## src/rtl/rtc_alarm_pkg.sv

```systemverilog
package rtc_alarm_pkg;

    parameter int FIELD_W    = 8;
    parameter int NUM_FIELDS = 4;
    localparam int TIME_W    = FIELD_W * NUM_FIELDS;

    typedef enum logic [1:0] {
        FLD_SEC  = 2'd0,
        FLD_MIN  = 2'd1,
        FLD_HOUR = 2'd2,
        FLD_DATE = 2'd3
    } field_e;

    typedef enum logic [NUM_FIELDS-1:0] {
        PER_SECOND = 4'b1111,
        PER_MINUTE = 4'b1110,
        PER_HOUR   = 4'b1100,
        PER_DAY    = 4'b1000,
        PER_MONTH  = 4'b0000
    } period_e;

    typedef struct packed {
        logic [FIELD_W-1:0] date;
        logic [FIELD_W-1:0] hour;
        logic [FIELD_W-1:0] minute;
        logic [FIELD_W-1:0] second;
    } stamp_t;

    // Fields that take part in the compare: those whose repeat bit is clear.
    function automatic logic [NUM_FIELDS-1:0] compare_mask(input logic [NUM_FIELDS-1:0] rpt);
        return ~rpt;
    endfunction

    function automatic stamp_t to_stamp(input logic [TIME_W-1:0] v);
        return stamp_t'(v);
    endfunction

endpackage

```

## src/rtl/rtc_alarm_cmp.sv

```systemverilog
module rtc_alarm_cmp
    import rtc_alarm_pkg::*;
#(
    parameter int FW = FIELD_W,
    parameter int NF = NUM_FIELDS,
    localparam int TW = FW * NF
) (
    input  logic [TW-1:0] now_v,
    input  logic [TW-1:0] alm_v,
    input  logic [NF-1:0] rpt,
    output logic          hit
);
    logic [NF-1:0] cmp_en;
    logic [NF-1:0] fld_ok;

    assign cmp_en = ~rpt;

    for (genvar i = 0; i < NF; i++) begin : g_field
        logic eq;
        assign eq        = (now_v[i*FW +: FW] == alm_v[i*FW +: FW]);
        assign fld_ok[i] = !cmp_en[i] || eq;
    end

    assign hit = &fld_ok;
endmodule

```

## src/rtl/rtc_alarm_flag.sv

```systemverilog
module rtc_alarm_flag (
    input  logic clk,
    input  logic rst,
    input  logic set_req,
    input  logic clr_req,
    output logic flag
);
    always_ff @(posedge clk) begin
        if (rst)          flag <= 1'b0;
        else if (set_req) flag <= 1'b1;   // a new hit outranks a read
        else if (clr_req) flag <= 1'b0;
    end
endmodule

```

## src/rtl/rtc_alarm_irq.sv

```systemverilog
module rtc_alarm_irq (
    input  logic flag,
    input  logic enable,
    output logic req_n
);
    always_comb begin
        req_n = 1'b1;
        if (flag && enable) req_n = 1'b0;
    end
endmodule

```

## src/rtl/rtc_alarm_match.sv

```systemverilog
module rtc_alarm_match
    import rtc_alarm_pkg::*;
#(
    parameter int FW = FIELD_W,
    parameter int NF = NUM_FIELDS,
    localparam int TW = FW * NF
) (
    input  logic          clk,
    input  logic          rst,
    input  logic          sec_tick,
    input  logic [TW-1:0] time_now,
    input  logic [TW-1:0] time_alarm,
    input  logic [NF-1:0] repeat_bits,
    input  logic          alarm_irq_en,
    input  logic          flag_rd,
    output logic          alarm_flag,
    output logic          irq_n
);
    logic fields_hit;
    logic hit_now;

    rtc_alarm_cmp #(.FW(FW), .NF(NF)) u_cmp (
        .now_v (time_now),
        .alm_v (time_alarm),
        .rpt   (repeat_bits),
        .hit   (fields_hit)
    );

    // Sample the compare only when the counter presents a new time.
    assign hit_now = sec_tick && fields_hit;

    rtc_alarm_flag u_flag (
        .clk     (clk),
        .rst     (rst),
        .set_req (hit_now),
        .clr_req (flag_rd),
        .flag    (alarm_flag)
    );

    rtc_alarm_irq u_irq (
        .flag   (alarm_flag),
        .enable (alarm_irq_en),
        .req_n  (irq_n)
    );
endmodule

```

## config.mk

```make
export PLATFORM = sky130hd
export DESIGN_NAME = rtc_alarm_match
export DESIGN_NICKNAME = d
export VERILOG_FILES = /design/src/rtl/rtc_alarm_pkg.sv /design/src/rtl/rtc_alarm_cmp.sv /design/src/rtl/rtc_alarm_flag.sv /design/src/rtl/rtc_alarm_irq.sv /design/src/rtl/rtc_alarm_match.sv
export SDC_FILE = /design/constraint.sdc
export NUM_CORES = 1
export LEC_CHECK = 0
export ABC_AREA = 1
export BUFFER_PORTS_ARGS = -buffer_cell sky130_fd_sc_hd__buf_4
export CORE_UTILIZATION = 30
export CTS_CLUSTER_SIZE = 12
export DETAILED_ROUTE_END_ITERATION = 6
export GPL_ROUTABILITY_DRIVEN = 0
export PLACE_DENSITY_LB_ADDON = 0.05
export SYNTH_ARGS = -nofsm -noshare
export SYNTH_HDL_FRONTEND = slang
export SYNTH_SLANG_ARGS = --single-unit
```

## constraint.sdc

```tcl
create_clock -name clk -period 1 [get_ports clk]
set_input_delay 0.05 -clock clk [delete_from_list [all_inputs] [get_ports clk]]
set_output_delay 0.05 -clock clk [all_outputs]
set_load 0.01 [all_outputs]
```

==> impl_metrics.tcl <==
set metrics [dict create \
    syn-num-nets 172 \
    syn_area_um2 524 \
    max-slew-margin-rel 0.899 \
    stdcell_area_mm2 0.00111 \
    endpoint_kind "flop" \
    min_period_ns 0.908 \
    yosysSeqAreaShare 0.0382 \
    r2r_start "u_flag.flag$_SDFFE_PP0P_" \
    grt_antenna_before_repair 0 \
    synthFlopType "dfxtp_1" \
    crit_fanout 1 \
    clk_pin_slew_ns 0 \
    synthToLayoutAreaGrowth_pct 113 \
    drtAntennaViolNets 0 \
    worstHoldStart "rst" \
    via_per_inst 4.24 \
    antenna_cells 0 \
    grt_pass1_wl_um 2510 \
    final-setup-viol-count 0 \
    arrival_ns 0.84 \
    ys_top_cells_by_area "xnor2_1 43%, nand2_1 29%, inv_1 11%" \
    post-synth-top-count-cell "nand2_1" \
    regMostFlops "u_flag.flag" \
    syn_inst 99 \
    synth-edff-count 0 \
    final.setup.worst_slack_ns 0.0921 \
    reg2regPathDepth 4 \
    min_to "u_flag.flag$_SDFFE_PP0P_" \
    grt_setup_unrepaired "yes" \
    timing.final.crit_share 0.908 \
    r2r-end "u_flag.flag$_SDFFE_PP0P_" \
    dpl.hpwl_um 1430 \
    fmax_mhz 1100 \
    yosys.cell_types.count 9 \
    grt_max_degree 4 \
    postCtsSetupBuffers 0 \
    rows 14 \
    nNetsFinal 248 \
    synth_top_area_frac 0.434 \
    pre_cts_ws_ns 0.0814 \
    hold_path_class "in2reg" \
    die_h_um 43.8 \
    setup.worst_path.class "in2reg" \
    fp.dieW_um 43.8 \
    drt_iter0_markers 11 \
    cap_violations 0 \
    critPathLaunchType "primary input" \
    cp.required_ns 0.94 \
    portBuffers 74 \
    tns_ns 0 \
    p_leak_nw 0.627 \
    synth_common_cells "41 x nand2_1, 26 x xnor2_1, 15 x inv_1" \
    drive_gt1_frac 0.457 \
    post_synth.cell_area_avg_um2 5.30 \
    drt-total-wl_um 1560 \
    start_util 0.333 \
    ys_seq_elements 1 \
    violations "design-rule violations" \
    grt_pass1_vias 744 \
    finalHoldViolations 0 \
    holdPathStages 2 \
    powerDensity_mw_per_mm2 410 \
    status "complete, but fails checks" \
    drc 5 \
    fin_skew_ns 0 \
    yosys.area.top_type "xnor2_1" \
    overflow 0 \
    cts_hold_buf 0 \
    wl_per_cell_um 8.24 \
    largest_reg_flops 1 \
    dr_total_vias 801 \
    worstMarginPinSlew_ns 0.151 \
    dr.pass1.iters 7 \
    placed_area_mm2 0.00110 \
    ff2ff_setup_slack_ns 0.38 \
    dieArea_mm2 0.00192 \
    ir_worst_vdd_v 0.000246 \
    ios 75 \
    grt_use_total 0.161 \
    report.final.slew_viol_count 0 \
    clk_latency_ns 0 \
    synthArstFlopShare 0 \
    coreArea_mm2 0.00158 \
    synth_warnings 0 \
    top_regs "u_flag.flag x1" \
    power.total_uw 457 \
]
## per-stage QoR
step	instances	utilization	hold slack [ns]
detailed placement	189	0.698	0.213
finish	189	0.707	0.210
floorplan	99	-	0.122
global placement	189	0.698	0.206
global route	189	0.707	0.225
CTS	189	0.698	0.213
## worst max-delay path by stage
stage | start | slack (ns) | end
final | time_alarm[31] | 0.09 | u_flag.flag$_SDFFE_PP0P_
after global routing | time_alarm[11] | -0.02 | u_flag.flag$_SDFFE_PP0P_
after CTS | time_alarm[31] | 0.07 | u_flag.flag$_SDFFE_PP0P_
after detailed placement | time_alarm[31] | 0.08 | u_flag.flag$_SDFFE_PP0P_
after global placement | time_alarm[10] | 0.1 | u_flag.flag$_SDFFE_PP0P_
after floorplan | time_alarm[10] | 0.29 | u_flag.flag$_SDFFE_PP0P_
## area by class of cell
| cell class | count | area, um2 |
|---|---|---|
| fill | 147 | 462 |
| inverter | 17 | 63.8 |
| multi-input combinational | 81 | 455 |
| sequential | 1 | 20.0 |
| tap | 16 | 20.0 |
| timing repair buffer | 74 | 556 |
## per-layer routing
layer,up-vias,track usage,routed length (um),share of wire
met4,0,0,0,0
li1,431,-,-,-
met2,38,0.370,933,0.60
met1,332,0.153,447,0.29
met3,0,0.0125,177,0.11
met5,-,0,0,0
## cell families (layout without fill, tap and decap cells)
logic type	count (synthesis)	in the layout	share of synthesized area
xor gates and xnor gates	26	26	0.434
DFF	1	1	0.0382
buffers and inverters	17	91	0.122
and+or+nand+nor	55	55	0.406
## critical path, cell delays in order
cell and delay (ns):
buf_4 0.11, xnor2_1 0.15, nand2_1 0.07, nor2_1 0.10
nand2_1 0.06, nand2_1 0.06, nand2_1 0.05, nor2_1 0.09
nor2_1 0.04, nor2_1 0.06
## what timing repair did
item | CTS | global route
gates resized for setup | 0 | 2
endpoints found under the hold margin | 0 | 0
endpoints found under the setup margin | 0 | 1
## power breakdown
group	internal (mW)	leakage [nW]	total, mW	switching (mW)
sequential	0.0413	0.00808	0.0417	0.000394
clock	0	0	0	0
combinational	0.283	0.619	0.415	0.132
## layout by cell type (no fill, tap or decap)
cell	instances
buf_4	74
dfxtp_1	1
inv_1	15
inv_2	2
nand2_1	41
nand3_1	1
nand4_1	1
nor2_1	11
nor2_2	1
xnor2_1	24
xnor2_2	2
(Power assumes the default switching activity.)
